$ cat src/rtl/prescaled_timer_pkg.sv
package prescaled_timer_pkg;

    localparam int CTRL_W     = 16;
    localparam int PSC_CODE_W = 3;

    // control word bit positions
    localparam int B_SYNC_ON  = 0;
    localparam int B_SYNC_LO  = 1;
    localparam int B_SYNC_HI  = 2;
    localparam int B_TGT_ZERO = 3;
    localparam int B_EN_TGT   = 4;
    localparam int B_EN_OVF   = 5;
    localparam int B_REPEAT   = 6;
    localparam int B_TOGGLE   = 7;
    localparam int B_SRC      = 8;
    localparam int B_PSC_LO   = 9;
    localparam int B_IRQ_N    = 10;
    localparam int B_SEEN_TGT = 11;
    localparam int B_SEEN_OVF = 12;
    localparam int B_PSC_HI0  = 13;
    localparam int B_PSC_HI1  = 14;

    localparam logic [CTRL_W-1:0] CTRL_WR_MASK = 16'hE3FF;

    localparam logic [1:0] A_COUNT   = 2'd0;
    localparam logic [1:0] A_CTRL    = 2'd1;
    localparam logic [1:0] A_COMPARE = 2'd2;

endpackage

$ cat src/rtl/timer_prescaler.sv
module timer_prescaler #(
    parameter int PSC_CODE_W = 3
) (
    input  logic                  clk,
    input  logic                  rst_n,
    input  logic                  restart,
    input  logic                  src_evt,
    input  logic                  sys_tick,
    input  logic                  evt_tick,
    input  logic                  run,
    input  logic [PSC_CODE_W-1:0] psc_code,
    output logic                  adv
);
    localparam int PSC_W = (1 << PSC_CODE_W) - 1;

    typedef struct packed {
        logic [PSC_W-1:0] cnt;
    } psc_state_t;

    psc_state_t st_d, st_q;
    logic             tick;
    logic [PSC_W-1:0] lim;

    always_comb begin
        st_d = st_q;
        tick = src_evt ? evt_tick : sys_tick;
        lim  = PSC_W'((32'd1 << psc_code) - 32'd1);
        adv  = 1'b0;
        if (restart) begin
            st_d.cnt = '0;
        end else if (tick && run) begin
            if (st_q.cnt >= lim) begin
                st_d.cnt = '0;
                adv      = 1'b1;
            end else begin
                st_d.cnt = st_q.cnt + 1'b1;
            end
        end
    end

    always_ff @(posedge clk or negedge rst_n) begin
        if (!rst_n) st_q <= '0;
        else        st_q <= st_d;
    end

    // divider frozen while the unit is not running
    a_r13_divider_frozen: assert property (@(posedge clk) disable iff (!rst_n)
        (!run && !restart) |=> $stable(st_q.cnt));

    // restart empties the divider
    a_r4_divider_cleared: assert property (@(posedge clk) disable iff (!rst_n)
        restart |=> (st_q.cnt == '0));

endmodule

$ cat src/rtl/timer_counter.sv
module timer_counter #(
    parameter int CNT_W = 16
) (
    input  logic             clk,
    input  logic             rst_n,
    input  logic             restart,
    input  logic             adv,
    input  logic             ld,
    input  logic [CNT_W-1:0] ld_val,
    input  logic [CNT_W-1:0] target,
    input  logic             tgt_zero,
    output logic [CNT_W-1:0] count,
    output logic             tgt_evt,
    output logic             ovf_evt
);
    typedef struct packed {
        logic [CNT_W-1:0] val;
    } cnt_state_t;

    cnt_state_t st_d, st_q;

    always_comb begin
        st_d    = st_q;
        tgt_evt = 1'b0;
        ovf_evt = 1'b0;
        if (ld) begin
            st_d.val = ld_val;
        end else if (restart) begin
            st_d.val = '0;
        end else if (adv) begin
            if (tgt_zero && (st_q.val == target)) begin
                st_d.val = '0;
            end else begin
                st_d.val = st_q.val + 1'b1;
                ovf_evt  = (st_q.val == {CNT_W{1'b1}});
                tgt_evt  = (st_d.val == target);
            end
        end
    end

    always_ff @(posedge clk or negedge rst_n) begin
        if (!rst_n) st_q <= '0;
        else        st_q <= st_d;
    end

    assign count = st_q.val;

    // a load is taken as written
    a_r14_load_wins: assert property (@(posedge clk) disable iff (!rst_n)
        ld |=> (count == $past(ld_val)));

    // restart leaves the count at zero
    a_r4_count_cleared: assert property (@(posedge clk) disable iff (!rst_n)
        (restart && !ld) |=> (count == '0));

    // nothing moves the count without a cause
    a_r5_count_holds: assert property (@(posedge clk) disable iff (!rst_n)
        (!adv && !ld && !restart) |=> $stable(count));

    // an overflow always lands on zero
    a_r1_wrap_zero: assert property (@(posedge clk) disable iff (!rst_n)
        ovf_evt |=> (count == '0));

endmodule

$ cat src/rtl/timer_status.sv
module timer_status (
    input  logic clk,
    input  logic rst_n,
    input  logic rearm,
    input  logic tgt_evt,
    input  logic ovf_evt,
    input  logic en_tgt,
    input  logic en_ovf,
    input  logic repeat_en,
    input  logic toggle_en,
    input  logic rd_clr,
    output logic irq_n,
    output logic seen_tgt,
    output logic seen_ovf
);
    typedef struct packed {
        logic irq_n;
        logic seen_tgt;
        logic seen_ovf;
        logic fired;
    } stat_state_t;

    stat_state_t st_d, st_q;
    logic        fire;

    always_comb begin
        st_d          = st_q;
        fire          = ((tgt_evt && en_tgt) || (ovf_evt && en_ovf)) &&
                        (repeat_en || !st_q.fired);
        st_d.seen_tgt = (st_q.seen_tgt && !rd_clr) || tgt_evt;
        st_d.seen_ovf = (st_q.seen_ovf && !rd_clr) || ovf_evt;
        if (rearm) begin
            st_d.fired = 1'b0;
            st_d.irq_n = 1'b1;
        end else if (fire) begin
            st_d.fired = 1'b1;
            st_d.irq_n = toggle_en ? ~st_q.irq_n : 1'b0;
        end else if (!toggle_en) begin
            st_d.irq_n = 1'b1;
        end
    end

    always_ff @(posedge clk or negedge rst_n) begin
        if (!rst_n) st_q <= '{irq_n: 1'b1, seen_tgt: 1'b0, seen_ovf: 1'b0, fired: 1'b0};
        else        st_q <= st_d;
    end

    assign irq_n    = st_q.irq_n;
    assign seen_tgt = st_q.seen_tgt;
    assign seen_ovf = st_q.seen_ovf;

    // overflow is recorded
    a_r7_ovf_sticky: assert property (@(posedge clk) disable iff (!rst_n)
        ovf_evt |=> seen_ovf);

    // a read without a new event empties both flags
    a_r8_read_clears: assert property (@(posedge clk) disable iff (!rst_n)
        (rd_clr && !tgt_evt && !ovf_evt) |=> (!seen_tgt && !seen_ovf));

    // pulse mode low level lasts one clock
    a_r9_pulse_width: assert property (@(posedge clk) disable iff (!rst_n)
        (!toggle_en && !irq_n && !tgt_evt && !ovf_evt) |=> irq_n);

    // toggle level holds between events
    a_r10_toggle_hold: assert property (@(posedge clk) disable iff (!rst_n)
        (toggle_en && !rearm && !tgt_evt && !ovf_evt) |=> $stable(irq_n));

    // one-shot stays quiet after its first firing
    a_r11_one_shot: assert property (@(posedge clk) disable iff (!rst_n)
        (st_q.fired && !repeat_en && !toggle_en && !rearm && irq_n) |=> irq_n);

endmodule

$ cat src/rtl/prescaled_irq_timer.sv
module prescaled_irq_timer
    import prescaled_timer_pkg::*;
#(
    parameter bit WIDE = 1'b0
) (
    input  logic        clk,
    input  logic        rst_n,
    input  logic [1:0]  bus_addr,
    input  logic        bus_wr,
    input  logic        bus_rd,
    input  logic [31:0] bus_wdata,
    output logic [31:0] bus_rdata,
    input  logic        sys_tick,
    input  logic        evt_tick,
    input  logic        gate,
    output logic        irq
);
    localparam int CNT_W = WIDE ? 32 : 16;

    typedef struct packed {
        logic [CTRL_W-1:0] ctrl;
        logic [CNT_W-1:0]  target;
        logic              restart;
    } top_state_t;

    top_state_t st_d, st_q;

    logic                  ctrl_wr, cnt_ld, rd_clr, paused, run, adv;
    logic                  tgt_evt, ovf_evt, irq_n, seen_tgt, seen_ovf;
    logic [PSC_CODE_W-1:0] psc_code;
    logic [CNT_W-1:0]      count;
    logic [CTRL_W-1:0]     ctrl_view;

    always_comb begin
        st_d         = st_q;
        ctrl_wr      = bus_wr && (bus_addr == A_CTRL);
        cnt_ld       = bus_wr && (bus_addr == A_COUNT);
        rd_clr       = bus_rd && (bus_addr == A_CTRL);
        st_d.restart = ctrl_wr;
        if (ctrl_wr)
            st_d.ctrl = bus_wdata[CTRL_W-1:0] & CTRL_WR_MASK;
        if (bus_wr && (bus_addr == A_COMPARE))
            st_d.target = bus_wdata[CNT_W-1:0];

        psc_code = {st_q.ctrl[B_PSC_HI1], st_q.ctrl[B_PSC_HI0], st_q.ctrl[B_PSC_LO]};
        paused   = st_q.ctrl[B_SYNC_ON] && !st_q.ctrl[B_SYNC_LO] &&
                   !st_q.ctrl[B_SYNC_HI] && gate;
        run      = (st_q.ctrl[B_EN_TGT] || st_q.ctrl[B_EN_OVF]) && !paused && !ctrl_wr;

        ctrl_view             = st_q.ctrl;
        ctrl_view[B_IRQ_N]    = irq_n;
        ctrl_view[B_SEEN_TGT] = seen_tgt;
        ctrl_view[B_SEEN_OVF] = seen_ovf;

        case (bus_addr)
            A_COUNT:   bus_rdata = 32'(count);
            A_CTRL:    bus_rdata = 32'(ctrl_view);
            A_COMPARE: bus_rdata = 32'(st_q.target);
            default:   bus_rdata = '0;
        endcase
    end

    always_ff @(posedge clk or negedge rst_n) begin
        if (!rst_n) st_q <= '0;
        else        st_q <= st_d;
    end

    timer_prescaler #(.PSC_CODE_W(PSC_CODE_W)) u_psc (
        .clk      (clk),
        .rst_n    (rst_n),
        .restart  (st_q.restart),
        .src_evt  (st_q.ctrl[B_SRC]),
        .sys_tick (sys_tick),
        .evt_tick (evt_tick),
        .run      (run),
        .psc_code (psc_code),
        .adv      (adv)
    );

    timer_counter #(.CNT_W(CNT_W)) u_cnt (
        .clk      (clk),
        .rst_n    (rst_n),
        .restart  (st_q.restart),
        .adv      (adv),
        .ld       (cnt_ld),
        .ld_val   (bus_wdata[CNT_W-1:0]),
        .target   (st_q.target),
        .tgt_zero (st_q.ctrl[B_TGT_ZERO]),
        .count    (count),
        .tgt_evt  (tgt_evt),
        .ovf_evt  (ovf_evt)
    );

    timer_status u_stat (
        .clk       (clk),
        .rst_n     (rst_n),
        .rearm     (ctrl_wr),
        .tgt_evt   (tgt_evt),
        .ovf_evt   (ovf_evt),
        .en_tgt    (st_q.ctrl[B_EN_TGT]),
        .en_ovf    (st_q.ctrl[B_EN_OVF]),
        .repeat_en (st_q.ctrl[B_REPEAT]),
        .toggle_en (st_q.ctrl[B_TOGGLE]),
        .rd_clr    (rd_clr),
        .irq_n     (irq_n),
        .seen_tgt  (seen_tgt),
        .seen_ovf  (seen_ovf)
    );

    assign irq = ~irq_n;

    // a control write arms the restart for the next cycle
    a_r4_restart_armed: assert property (@(posedge clk) disable iff (!rst_n)
        ctrl_wr |=> st_q.restart);

    // the write cycle itself never advances the count
    a_r4_no_adv_on_write: assert property (@(posedge clk) disable iff (!rst_n)
        ctrl_wr |-> !adv);

    // status bits of the stored control word never come from write data
    a_r12_status_not_stored: assert property (@(posedge clk) disable iff (!rst_n)
        ctrl_wr |=> (st_q.ctrl[B_SEEN_OVF:B_IRQ_N] == 3'b000));

endmodule

$ cat config.mk
export PLATFORM = sky130hd
export DESIGN_NAME = prescaled_irq_timer
export DESIGN_NICKNAME = d
export VERILOG_FILES = /design/src/rtl/prescaled_timer_pkg.sv /design/src/rtl/timer_prescaler.sv /design/src/rtl/timer_counter.sv /design/src/rtl/timer_status.sv /design/src/rtl/prescaled_irq_timer.sv
export SDC_FILE = /design/constraint.sdc
export NUM_CORES = 1
export LEC_CHECK = 0
export BUFFER_PORTS_ARGS = -buffer_cell sky130_fd_sc_hd__buf_2
export CAP_MARGIN = 10
export CORE_MARGIN = 2
export CORE_UTILIZATION = 57
export CTS_CLUSTER_SIZE = 30
export DETAILED_ROUTE_END_ITERATION = 10
export PLACE_DENSITY = 0.88
export RECOVER_POWER = 50
export SLEW_MARGIN = 20
export SYNTH_ARGS = -nofsm -noshare
export SYNTH_HDL_FRONTEND = slang
export SYNTH_HIERARCHICAL = 1
export SYNTH_SLANG_ARGS = --single-unit
$ cat constraint.sdc
create_clock -name clk -period 4 [get_ports clk]
set_input_delay 0.2 -clock clk [delete_from_list [all_inputs] [get_ports clk]]
set_output_delay 0.2 -clock clk [all_outputs]
set_load 0.02 [all_outputs]
**Yosys cells after proc, flatten, opt, wreduce, memory -nomap -nowiden**

Index checks and enable logic that the tools add are counted.

- Register bits: 57
- Word-level logic and storage cells: 78
- Output and inout bits: 33

- Equality and inequality tests: 6
- Add/sub/neg operators: 3
- Reduce and logical (&&, ||, !) cells: 31
- Bitwise gates (word level): 1
- Order comparisons: 1
- Shift operators: 1
- Multiplexer cells: 26

Operators with widths:

| kind | number |
|---|---|
| 2-to-1 mux 16 bit | 4 |
| case mux 16 bit (3 select lines) | 1 |
| equality test 16 bit | 2 |
| 2-to-1 mux 7 bit | 3 |
| 2-to-1 mux 1 bit | 18 |
| adder 16 x 1 -> 16 bit (second input constant) | 1 |
| equality test 16 bit (second input constant) | 1 |
| logical AND 1 bit | 16 |
| adder 7 x 1 -> 7 bit (second input constant) | 1 |
| >= comparator 7 bit | 1 |
| << shifter 1 x 3 -> 7 bit (first input constant) | 1 |
| subtractor 7 x 1 -> 7 bit (second input constant) | 1 |
| zero test 1 bit | 6 |
| logical OR 1 bit | 5 |
| nonzero test 2 bit | 2 |
| inequality test 3 x 1 -> 1 bit (second input constant) | 1 |
| nonzero test 3 bit | 1 |
| equality test 2 x 1 -> 1 bit (second input constant) | 1 |
| equality test 2 bit (second input constant) | 1 |
| zero test 2 bit | 1 |
| inverter 1 bit | 1 |

**Longest topological paths before layout**

Gate-level depths: netlist (run 1).

- Depth in word-level cells: 18
- Gate-level depth with buffers: 12

**Hierarchy**

The synthesis (run 1) kept the hierarchy.

By module, submodules not included:

| module | seq. area each (µm²) | cells an instance | instances | area each (µm²) |
|---|---|---|---|---|
| prescaled_irq_timer | 750.7 | 126 | 1 | 1,717.9 |
| timer_counter | 400.4 | 183 | 1 | 1,501.4 |
| timer_prescaler | 175.2 | 68 | 1 | 633.1 |
| timer_status | 101.3 | 16 | 1 | 181.4 |

**Least setup slack after synthesis (run 1)**

Ideal clock, no wire load.

- Path type: reg2reg
- From: reg st_q (netlist bit ctrl_view[13])
- To: reg u_stat.st_q (netlist bit u_stat/irq_n)
- Arrival time: 2.846 ns
- Setup slack: 1.079 ns
- Path buffers: 1
- Period minus slack after synthesis: 2.921 ns
- Stages on the path, launching flop included: 13
- Library setup time: 0.075 ns
- Cell sequence: dfrtp_1 or3_1 ha_1 nor2b_1 o21ai_2 a21oi_1 nor3b_1 clkbuf_1 nand2_1 nor4_1 a22oi_2 a21oi_2 mux2i_1

- Word-level cells in the longest chain between the ends: 14
- Elaborated cells on any way between the ends: 19
- Classes of those cells: add/sub (1); order compare (1); eq/ne (1); shift (1); mux (11); reduce/logical (4)

RTL lines:

| what | RTL line | text |
|---|---|---|
| from (decl) | prescaled_irq_timer.sv:26 | `top_state_t st_d, st_q;` |
| from (signal assigned) | prescaled_irq_timer.sv:65 | `else st_q <= st_d;` |
| << shifter 1 x 3 -> 7 bit (*) | timer_prescaler.sv:27 | `lim = PSC_W'((32'd1 << psc_code) - 32'd1);` |
| subtractor 7 x 1 -> 7 bit (*) | timer_prescaler.sv:27 |  |
| >= comparator 7 bit (*) | timer_prescaler.sv:32 | `if (st_q.cnt >= lim) begin` |
| 2-to-1 mux 1 bit (*) | timer_prescaler.sv:32 |  |
| 2-to-1 mux 1 bit (*) | timer_prescaler.sv:31 | `end else if (tick && run) begin` |
| 2-to-1 mux 1 bit (*) | timer_prescaler.sv:29 | `if (restart) begin` |
| named net adv | prescaled_irq_timer.sv:28 | `logic ctrl_wr, cnt_ld, rd_clr, paused, run, adv;` |
| 2-to-1 mux 1 bit (*) | timer_counter.sv:30 | `end else if (adv) begin` |
| 2-to-1 mux 1 bit (*) | timer_counter.sv:28 | `end else if (restart) begin` |
| 2-to-1 mux 1 bit (*) | timer_counter.sv:26 | `if (ld) begin` |
| named net ovf_evt | prescaled_irq_timer.sv:29 | `logic tgt_evt, ovf_evt, irq_n, seen_tgt, seen_ovf;` |
| logical AND 1 bit (*) | timer_status.sv:28 | `fire = ((tgt_evt && en_tgt) \|\| (ovf_evt && en_ovf)) &&` |
| logical OR 1 bit (*) | timer_status.sv:28 |  |
| logical AND 1 bit (*) | timer_status.sv:28 |  |
| 2-to-1 mux 1 bit | timer_status.sv:35 | `end else if (fire) begin` |
| 2-to-1 mux 1 bit | timer_status.sv:32 | `if (rearm) begin` |
| to (signal assigned) | timer_status.sv:44 | `if (!rst_n) st_q <= '{irq_n: 1'b1, seen_tgt: 1'b0, seen_ovf: 1'b0, fired: 1'b0};` |
| to (signal assigned) | timer_status.sv:45 | `else st_q <= st_d;` |
| to (decl) | timer_status.sv:23 | `stat_state_t st_d, st_q;` |

The timed path passes the listed nets; every way through them passes the cells marked *.
A chain may end at the register's enable or synchronous reset.

**Worst setup path in the final report (run 1)**

- From: reg st_q (netlist bit ctrl_view[13])
- To: reg u_cnt.st_q (netlist bit u_cnt/count[5])

- Word-level cells in the longest chain between the ends: 7

RTL lines:

| what | RTL line | text |
|---|---|---|
| << shifter 1 x 3 -> 7 bit | timer_prescaler.sv:27 |  |
| subtractor 7 x 1 -> 7 bit | timer_prescaler.sv:27 |  |
| >= comparator 7 bit | timer_prescaler.sv:32 |  |
| 2-to-1 mux 1 bit | timer_prescaler.sv:32 |  |
| 2-to-1 mux 1 bit | timer_prescaler.sv:31 |  |
| 2-to-1 mux 1 bit | timer_prescaler.sv:29 |  |
| named net adv | prescaled_irq_timer.sv:28 |  |
| nonzero test 3 bit (no source line) | - |  |
| to (signal assigned) | timer_counter.sv:43 | `else st_q <= st_d;` |
| to (decl) | timer_counter.sv:20 | `cnt_state_t st_d, st_q;` |

The timed path passes the listed nets, and every way through them passes these cells.

==> results.md, run 1 <==
- Worst skew pair latency: 0.35 ns
- Worst Tran Pin Value: 3.14 ns
- CP endpoint kind: flip-flop
- Asr flop ratio synth: 1.00
- Fin. Hold Viols: 0
- Chip width: 88.1 um
- Most used DFF post-synth: dfrtp_1
- Layout area overhead: 9.34%
- Share of cells above drive strength 1: 0.262
- Final core occ: 0.646
- TritonCTS buffer count: 9
- Largest cells by area after synthesis: dfrtp_1 (35%), mux2_4 (6.7%), mux2i_1 (4.7%)
- Port Buffers: 41
- DP HPWL: 6.97 mm
- R2R cell count: 12
- Worst hold start: bus_wdata[10]
- Clock Sinks: 57
- Commonest non-fill, non-tap cell in the layout: dfrtp_1
- Final Net Count: 480
- Final Max Slew Viols: 58
- Top delay family on crit path: simple AND/OR/NAND/NOR gates
- CTS tree: built
- Max Cap Viol: 1
- Data arrival time of the worst path: 3.64 ns
- Via count: 3203
- Largest stage delay on the critical path: 0.51 ns
- Vert. Die Dim: 88.1 um
- Hold Path Stages: 3
- Clock tree buffer depth: 2
- Gp weighted congestion: 0.983
- FMAX: 292 MHz
- Slowest cell on crit path: nor3_1
- Via density: 6.03
- Number of I/O pins: 74
- Post-CTS Setup Bufs: 0
- Critical path depth: 12
- Core footprint: 0.00683 mm^2
- Reg2Reg Setup Slack: 0.58 ns
- Number of synthesized flops with an enable pin: 0
- Most frequent cells in the layout: dfrtp_1 (56), buf_2 (41), nand2_1 (31)
- Static leakage: 1.98 nW
- Largest net degree at the start of global routing: 58
- First-pass GRT wire length: 15.9 mm
- Crit Path Class: reg2reg
- Syn avg cell area: 10.3 um^2
- GRT Util Overall: 0.270
- Slew HR: -1.09
- Post-Syn Area: 0.00403 mm^2
- DR DRC count: 0
- # hold bufs at CTS: 0
- Worst-path clk slew: 0.07 ns
- Reg2reg start: ctrl_view[13]
- Outcome: finished, violations left
- Top Metal Used: met4
- Gr ovfl total: 0
- DRT Pass-1 Iters: 4
- CP cell instances: or3_1 > ha_1 > nor2b_1 > o21ai_2 > a21oi_1 > nor3b_1 > buf_4 > nor3_1 > buf_4 > or3_1 > a21oi_1 > a221o_1
- Post-synth top area share: 0.347
- Buf/Inv on CP: 2
- Synthesized flop and latch total: 57
- CP Launch Type: flip-flop
- Area leader, netlist: dfrtp_1
- Setup TNS: 0 ns
- Yosys warning total: 6
- Violated checks: max-capacitance violations, max-slew violations
- Worst Skew: 0.0131 ns
- Met1 wire length: 4.34 mm
- Min cycle time layout: 3.42 ns
- Required time of the critical path: 4.22 ns
- CTS root buf: clkbuf_8
- RSZ-0062 raised after global routing: false
- Initial Util: 0.590
- Initial antenna violation count: 0
- CP Max Fanout: 12
- Yosys cell types: 66
- Initial DRC count: 183
- H-tree levels: 3
- DIE AREA: 0.00777 mm^2
- Power density cells: 607 mW/mm^2
- Routed WL: 9.96 mm
- Rows: 30
- Peak VDD IR: 277 uV
- Drt wl/cell: 18.7 um
- Fin crit share: 0.855
- Met3 routed WL: 640 um
- Final setup viols: 0
- Hold_ws: 0.0966 ns
- Vias in the first global route: 3134
- Post-DRT Antenna Nets: 0
- Routed wl met2: 4.81 mm
- Crit path launch: ctrl_view[13]
- Mapped Cells: 393
- Diodes inserted: 0
- Seq/Total Area, Yosys: 0.354
- Hold WC Path Type: in2reg
- # resized after CTS: 0
==> final cells by class <==
class / instances / area (um^2)
clock inverter: 2 / 35.0
fill: 578 / 2420
clock buffer: 14 / 173
multi-input combinational: 298 / 2350
sequential: 57 / 1430
tap: 96 / 120
inverter: 17 / 63.8
timing repair buffer: 47 / 243
==> per-layer routing <==
metal,vias up,track usage
met5,-,0
met4,0,0.102
met3,19,0.0462
met2,114,0.426
met1,1565,0.376
li1,1505,-
==> cell usage after synthesis (all sizes together), types with 2 or more instances <==
| master | number |
|---|---|
| dfrtp | 56 |
| nand2 | 32 |
| mux2 | 30 |
| buf | 27 |
| mux2i | 19 |
| nor2 | 18 |
| inv | 17 |
| xnor2 | 17 |
| a21oi | 16 |
| nand3 | 16 |
| o2bb2ai | 16 |
| o21ai | 11 |
| clkbuf | 9 |
| ha | 9 |
| xor2 | 8 |
| nand4 | 7 |
| nor3 | 6 |
| o311ai | 6 |
| a31oi | 5 |
| or3 | 5 |
| a221o | 4 |
| a22oi | 4 |
| a32oi | 4 |
| nor3b | 4 |
| o31ai | 4 |
| a22o | 3 |
| nor2b | 3 |
| or2 | 3 |
| a211oi | 2 |
| a21o | 2 |
| a221oi | 2 |
| and3 | 2 |
| nor4 | 2 |
| nor4b | 2 |
| o221ai | 2 |
| o41a | 2 |
| or4 | 2 |
==> power breakdown <==
group | internal [mW] | switching, mW
combinational | 0.499 | 0.637
sequential | 0.725 | 0.247
clock | 0.338 | 0.233
==> sequential cells by signal (all words and copies together) (netlist names) <==
signal / cells
u_stat/seen_tgt: 1
u_cnt/count: 16
u_psc/st_q: 7
ctrl_view: 13
st_q: 17
u_stat/seen_ovf: 1
u_stat/st_q: 1
u_stat/irq_n: 1
==> worst register-to-register path: stages, from the launching register on <==
cell	delay, ns
dfrtp_1	0.45
or3_1	0.39
ha_1	0.29
nor2b_1	0.17
o21ai_2	0.11
a21oi_1	0.28
nor3b_1	0.09
buf_4	0.18
nor3_1	0.51
buf_4	0.32
or3_1	0.14
a21oi_1	0.06
a221o_1	0.30
==> worst paths after layout <==
path                              endpoint
min in group asynchronous    u_psc/st_q[5]
max in group asynchronous   u_cnt/count[7]
max reg2reg                 u_cnt/count[5]
min                        u_cnt/count[10]
min reg2reg                u_stat/seen_ovf
max                         u_cnt/count[5]
==> per-stage QoR <==
step	instances	setup slack [ns]	cell area [um^2]	power (mW)
floorplan	408	1.08	4090	1.81
global placement	515	0.653	4210	2.04
detailed placement	515	0.561	4210	2.09
CTS	531	0.648	4420	2.67
global route	531	0.390	4410	2.84
finish	531	0.579	4410	2.68
==> kinds of logic after synthesis <==
| kind of cell | Yosys count | share of synthesized area |
|---|---|---|
| AND/OR/NAND/NOR | 108 | 0.141 |
| AO/OA/AOI/OAI | 91 | 0.193 |
| flip-flops | 57 | 0.354 |
| buffers and inverters | 53 | 0.0782 |
| multiplexers | 49 | 0.148 |
| XOR/XNOR | 25 | 0.0580 |
| adder cells (fa/ha/maj) | 9 | 0.0279 |
| other | 1 | 0.000930 |
Power figures use the tool's default switching activity.
==> run 2: changes to the inputs <==
CORE_ASPECT_RATIO = 0.7   (was default)
REMOVE_ABC_BUFFERS = 1   (was default)
==> run 2 against run 1 <==
  * Worst hold slack lost 0.00087 ns
  * The flow still finishes with violations (max-capacitance violations, max-slew violations)
  * Fmax is 0.96% higher
  * Power is 2.7% lower
  * Wire length rose by 4.9%
  * Non-clock buffer count rose by 4
  * Die area is 0.14% higher
  * Sequential power about the same
  * Sequential share of layout area rose by 0.14 points
  * Via count rose by 3.2%
  * Global-route usage rose by 1.7 points
  * Critical path type unchanged
==> results.md, run 2 (same netlist as run 1, synthesis figures left out) <==
- Number of I/O pins: 74 (unchanged)
- Slew HR: -1.10 (-0.00776)
- Port Buffers: 41 (unchanged)
- Final setup viols: 0 (unchanged)
- Buf/Inv on CP: 0 (-2)
- Sw Ratio: 0.440 (+0.0227)
- Slowest cell on crit path: nor3_1
- Required time of the critical path: 4.27 ns (+0.05 ns)
- Fin. Hold Viols: 0 (unchanged)
- Layout area overhead: 8.87%
- Vert. Die Dim: 74.4 um (-16%)
- Gr ovfl total: 0 (unchanged)
- Share of cells above drive strength 1: 0.262 (about the same)
- Outcome: finished, violations left
- CP Launch Type: flip-flop
- Inst Count DP: 517 (+0.39%)
- Diodes inserted: 0 (unchanged)
- DRT Pass-1 Iters: 5 (+1)
- Via count: 3307 (+3.2%)
- Final Max Slew Viols: 58 (unchanged)
- GRT Util Overall: 0.288 (+0.0174)
- Gp weighted congestion: 0.949 (-3.4%)
- # hold bufs at CTS: 0 (unchanged)
- DR DRC count: 0 (unchanged)
- Vias in the first global route: 3220 (+2.7%)
- Largest net degree at the start of global routing: 58 (unchanged)
- CP cell instances: ha_1 > nand3_1 > nor3_1 > nand2_1 > xnor2_1 > a221o_1 > nor4_1 > a22oi_2 > a21oi_2 > mux2i_1
- CTS tree: built
- Fin crit share: 0.847 (-0.00814)
- Most frequent cells in the layout: dfrtp_1 (56), buf_2 (40), nand2_1 (31)
- Drt wl/cell: 19.6 um (+4.5%)
- Crit Path Class: reg2reg
- Max Cap Viol: 1 (unchanged)
- Fill cells: 575 (-0.52%)
- Sequential Power Share: 0.374 (+0.011)
- Clock Sinks: 57 (unchanged)
- Worst skew pair latency: 0.34 ns (about the same)
- TritonCTS buffer count: 9 (unchanged)
- P_int: 1.46 mW (-6.5%)
- Worst-path clk slew: 0.07 ns (about the same)
- Post-CTS Setup Bufs: 0 (unchanged)
- DP HPWL: 7.64 mm (+9.6%)
- Biggest register: st_q
- Post-route design area: 0.00439 mm^2 (-0.43%)
- FMAX: 295 MHz (+0.96%)
- CTS root buf: clkbuf_8
- Setup TNS: 0 ns (unchanged)
- Peak VDD IR: 309 uV (+12%)
- # resized after CTS: 0 (unchanged)
- Net switching power: 1.15 mW (+2.6%)
- Area taken by multi-input logic gates: 0.00233 mm^2 (-0.80%)
- Hold WC Path Type: in2reg
- Final Net Count: 484 (+0.83%)
- Core footprint: 0.00679 mm^2 (-0.64%)
- Comb pwr share: 0.438 (+0.014)
- Power density cells: 594 mW/mm^2 (-2.3%)
- Via density: 6.20 (+2.9%)
- Clock power frac: 0.188 (-0.025)
- Routed WL: 10.4 mm (+4.9%)
- Worst Tran Pin Value: 3.15 ns (+0.0116 ns)
- Max reg flops: 17 (unchanged)
- Top delay family on crit path: simple AND/OR/NAND/NOR gates
- Commonest non-fill, non-tap cell in the layout: dfrtp_1
- Chip width: 105 um (+19%)
- FF+latch area: 0.00143 mm^2 (unchanged)
- Rows: 25 (-17%)
- RSZ-0062 raised after global routing: false
- Static leakage: 1.96 nW (-1.2%)
- Violated checks: max-capacitance violations, max-slew violations
- Min cycle time layout: 3.39 ns (-0.0326 ns)
- DIE AREA: 0.00778 mm^2 (+0.14%)
- Post-DRT Antenna Nets: 0 (unchanged)
- CP Max Fanout: 6 (-6)
- CP endpoint kind: flip-flop
- Initial Util: 0.594 (+0.00381)
- Clock tree buffer depth: 2 (unchanged)
- Data arrival time of the worst path: 3.66 ns (+0.02 ns)
- H-tree levels: 3 (unchanged)
- First-pass GRT wire length: 17.0 mm (+7.1%)
- Largest stage delay on the critical path: 0.54 ns (+0.03 ns)
- Non-Filler Instances: 533 (+0.38%)
- Initial DRC count: 267 (+46%)
- Initial antenna violation count: 0 (unchanged)
- Post-DP Area: 0.00424 mm^2 (+0.65%)
- Worst Skew: 0.00993 ns (-0.00317 ns)
[run 2: cell types whose count changed in the layout (fill, tap and decap cells not counted), moves of 2 or more]
cell / delta
buf_4: +4
mux2_4: -5
clkinvlp_4: +4
mux2_1: +5
clkbuf_8: -2
[run 2: routing by layer]
metal  vias to the layer above  track usage  share of wire
li1                       1513            -              -
met1                      1616        0.424           0.48
met2                       160        0.428           0.42
met3                        18       0.0710          0.087
met4                         0       0.0721          0.013
met5                         -            0              0
[run 2: stage by stage]
stage                     setup WS, ns   util  hold WS [ns]  total power, mW
after floorplan                  0.830      -       -0.0956             1.77
after global placement           0.770  0.625         0.389             2.05
after detailed placement         0.675  0.625         0.398             2.11
after CTS                        0.663  0.652        0.0300             2.60
after global routing             0.388  0.647        0.0994             2.79
final                            0.612  0.647        0.0957             2.61
[run 2: path summary, 6_finish.rpt]
check	start	endpoint	slack, ns	cells past startpoint
hold / removal	bus_wdata[10]	u_cnt/count[10]	0.1	3
min in group asynchronous	rst_n	u_psc/st_q[3]	1.00	2
hold reg to reg	u_stat/seen_ovf	u_stat/seen_ovf	0.49	1
max in group asynchronous	rst_n	u_cnt/count[15]	1.23	2
setup / recovery	u_cnt/count[0]	u_stat/irq_n	0.61	10
setup reg to reg	u_cnt/count[0]	u_stat/irq_n	0.61	10
[run 2: power groups by stage]
stage                     Clock, mW  Combinational [mW]  Sequential [mW]
after global routing          0.528                1.26             1.00
after detailed placement          0                1.13            0.978
final                         0.490                1.14            0.975
after CTS                     0.495                1.14            0.969
after global placement            0                1.09            0.962
after floorplan                   0               0.859            0.910
[run 2: final cells by class]
type / count / area share
Clock buffer: 10 / 0.0313
Clock inverter: 6 / 0.00997
Inverter: 17 / 0.0145
Multi-Input combinational cell: 298 / 0.530
Sequential cell: 57 / 0.325
Tap cell: 94 / 0.0268
Timing Repair Buffer: 51 / 0.0618
[run 2: worst min-delay path: stages]
cell	delay, ns
buf_2	0.09
a32oi_1	0.04
o21ai_0	0.06
==> run 3: changes to the inputs <==
ABC_AREA = 1   (was default)
clock period = 3.5 ns   (was 4 ns; I/O delays follow)
==> run 3 against run 2 <==
  * The flow finishes with violations (max-capacitance violations)
  * Highest routed layer unchanged
  * Setup slack worse by 0.12 ns
  * Register-to-register slack worse by 0.12 ns
  * Combinational power is 23% higher
  * Global-route usage is 2.9 points higher
  * Synthesized cell count is 71% higher
  * Area after synthesis is 6.7% higher
  * Wire length is 21% higher
  * First-iteration DRC count is 52% higher
  * Critical endpoint unchanged
  * Sequential power is 12% higher
  * Sequential share of layout area is 2.0 points lower
  * Fmax is 12% higher
==> results.md, run 3 <==
- Initial antenna violation count: 0 (unchanged)
- Peak VDD IR: 381 uV (+23%)
- Violated checks: max-capacitance violations
- Chip width: 108 um (+3.2%)
- Reg2Reg Setup Slack: 0.49 ns (-0.12 ns)
- Area leader, netlist: dfrtp_1
- Static leakage: 2.61 nW (+33%)
- Inst Count DP: 801 (+55%)
- Number of I/O pins: 74 (unchanged)
- CTS tree: built
- Port Buffers: 41 (unchanged)
- Required time of the critical path: 3.80 ns (-0.47 ns)
- Clock Sinks: 57 (unchanged)
- # resized after CTS: 0 (unchanged)
- Clock tree buffer depth: 2 (unchanged)
- Dpl ws: 0.587 ns (-0.0880 ns)
- Post-Syn Area: 0.00430 mm^2 (+6.7%)
- GRT Util Overall: 0.317 (+0.0289)
- Crit Path Class: reg2reg
- Max Cap Viol: 1 (unchanged)
- CP Max Fanout: 8 (+2)
- Reg-to-Reg End: u_stat/irq_n
- H-tree levels: 3 (unchanged)
- Synthesized flop and latch total: 57 (unchanged)
- Initial DRC count: 405 (+52%)
- Layout area overhead: 8.78% (about the same)
- FMAX: 332 MHz (+12%)
- DIE AREA: 0.00827 mm^2 (+6.4%)
- Diodes inserted: 0 (unchanged)
- Share of cells above drive strength 1: 0.129 (-0.133)
- Initial Util: 0.588 (-0.00625)
- Hold WC Path Type: in2reg
- Yosys warning total: 6 (unchanged)
- Worst-path clk slew: 0.07 ns (about the same)
- Fin. Hold Viols: 0 (unchanged)
- DRT Pass-1 Iters: 5 (unchanged)
- Slew HR: 0.00366 (+1.10)
- Post-synth top cells: nand2_1 (283), inv_1 (63), dfrtp_1 (56), nor2_1 (55), nand3_1 (53)
- PnR worst setup slack: 0.487 ns (-0.124 ns)
- Yosys cell types: 34 (-48%)
- Hold_ws: 0.0319 ns (-0.0639 ns)
- Area taken by multi-input logic gates: 0.00241 mm^2 (+3.6%)
- Rows: 26 (+4.0%)
- Fill cells: 682 (+19%)
- Most frequent cells in the layout: nand2_1 (284), inv_1 (63), nor2_1 (57)
- XOR/XNOR Fraction of Synth Area: 0.0163 (-0.0417)
- Asr flop ratio synth: 1.00 (unchanged)
- Final setup viols: 0 (unchanged)
- Number of synthesized flops with an enable pin: 0 (unchanged)
- Largest cells by area after synthesis: dfrtp_1 (33%), nand2_1 (25%), nand3_1 (6.2%)
- Final core occ: 0.640 (-0.00735)
- Outcome: finished, violations left
- Largest net degree at the start of global routing: 35 (-40%)
- Vias in the first global route: 4135 (+28%)
- Worst hold start: bus_wdata[10]
- Via count: 4573 (+38%)
- Multiplexer area fraction after synthesis: 0 (-0.148)
- CP endpoint kind: flip-flop
- Setup TNS: 0 ns (unchanged)
- Seq/Total Area, Yosys: 0.332 (-0.0222)
- Mapped Cells: 672 (+71%)
- Routed WL: 12.6 mm (+21%)
- Power consumption: 3.12 mW (+20%)
- CP Launch Type: flip-flop
- Post-Synth Simple-Gate Area: 0.440 (+0.299)
- Worst Skew: 0.0102 ns (+0.000301 ns)
- Final Net Count: 765 (+58%)
- Synth Area in Adders: 0.0262 (-0.00175)
- Min cycle time layout: 3.01 ns (-0.376 ns)
- Power density cells: 666 mW/mm^2 (+12%)
- Core footprint: 0.00732 mm^2 (+7.8%)
- Worst Tran Pin Value: 1.49 ns (-1.66 ns)
- Post-DRT Antenna Nets: 0 (unchanged)
- Post-DP Area: 0.00451 mm^2 (+6.4%)
- FF+latch area: 0.00143 mm^2 (unchanged)
- Post-synth top area share: 0.326 (-0.0218)
- Syn avg cell area: 6.40 um^2 (-38%)
- First-pass GRT wire length: 20.4 mm (+20%)
- CTS root buf: clkbuf_8
- Worst skew pair latency: 0.36 ns (+0.02 ns)
- Gp weighted congestion: 0.983 (+3.6%)
- DR DRC count: 0 (unchanged)
- End of the worst hold path: st_q[11]
- R2R cell count: 20 (+10)
- Post-route design area: 0.00468 mm^2 (+6.6%)
- Non-Filler Instances: 818 (+53%)
- Data arrival time of the worst path: 3.31 ns (-0.35 ns)
- RSZ-0062 raised after global routing: false
- Via density: 5.59 (-9.9%)
- Post-synthesis compound-gate area fraction: 0.0689 (-0.124)
- Most common cell in the netlist: nand2_1
- DP HPWL: 9.01 mm (+18%)
- Drt wl/cell: 15.4 um (-21%)
- Reg2reg start: ctrl_view[14]
- Combinational family with the most area after synthesis: simple AND/OR/NAND/NOR gates
- Vert. Die Dim: 76.7 um (+3.1%)
- Commonest non-fill, non-tap cell in the layout: nand2_1
- Most used DFF post-synth: dfrtp_1
- Gr ovfl total: 0 (unchanged)
- Hold Path Stages: 3 (unchanged)
- Biggest register: st_q
- Fin crit share: 0.861 (+0.0137)
- TritonCTS buffer count: 9 (unchanged)
- Max reg flops: 17 (unchanged)
- Final Max Slew Viols: 0 (-100%)
==> run 3: changes by cell type after synthesis, sizes merged, moves of 6 or more <==
cell     before  now
inv          17   71
a21oi        16   39
mux2i        19    0
xnor2        17    5
o311ai        6    0
o2bb2ai      16    0
clkbuf        9    3
nand3        16   55
nand2        32  294
mux2         30    0
nor2         18   68
==> run 3: cells by family (layout without fill, tap and decap cells) <==
kind of cell    after synthesis  in the layout
buf+inv                     104            137
compound gates               54             54
other cells                   1             16
simple gates                439            439
xor+xnor                      8              8
flops                        57             57
fa+ha+maj                     9              9
==> run 3: critical path: stages, from the launching register on <==
cell     delay (ns)
dfrtp_1        0.47
nand3_1        0.13
ha_1           0.32
nand2_1        0.08
nor2_1         0.22
a21oi_1        0.15
nor3_1         0.23
nand2_1        0.12
nor2_1         0.16
nand3_1        0.10
nor2_1         0.12
nand2_1        0.08
nor2_1         0.10
nand3_1        0.09
nor2_1         0.17
nand2_1        0.10
nand2_2        0.11
nand2_1        0.05
nand2_1        0.05
nand2_1        0.06
nand2_1        0.06
==> run 3: per-layer routing <==
layer	vias to the layer above	share of wire	global-route usage
met5	-	0	0
met2	285	0.42	0.468
met1	2108	0.45	0.460
li1	2152	-	-
met4	0	0.016	0.0936
met3	28	0.12	0.0774
==> run 3: cell type report <==
cell class	instances	share of cell area
flip-flops and latches	57	0.305
repair buffers	49	0.0553
well taps	98	0.0262
inverters	72	0.0577
multi-input cells	526	0.515
clock inverters	3	0.00855
clock buffers	13	0.0318
==> run 3: how the worst max path moves through the flow <==
stage / start / end / slack [ns] / cells after the start
final: ctrl_view[14] / u_stat/irq_n / 0.49 / 20
after CTS: ctrl_view[14] / u_stat/irq_n / 0.58 / 20
after detailed placement: ctrl_view[14] / u_stat/irq_n / 0.59 / 19
after global placement: ctrl_view[13] / u_stat/irq_n / 0.82 / 23
after global routing: ctrl_view[14] / u_stat/irq_n / 0.24 / 20
after floorplan: ctrl_view[13] / u_cnt/count[15] / 0.74 / 13
==> run 3: repair_timing <==
item,4_1_cts,5_1_grt
hold endpoints to repair,22,0
buffers inserted,0,0
hold buffers,1,0
==> run 3: where the power goes <==
group          leakage [nW]  switching (mW)  internal (mW)
Combinational          1.81           0.909          0.487
Sequential            0.706           0.274          0.821
Clock                0.0974           0.283          0.347
Total                  2.61            1.47           1.65
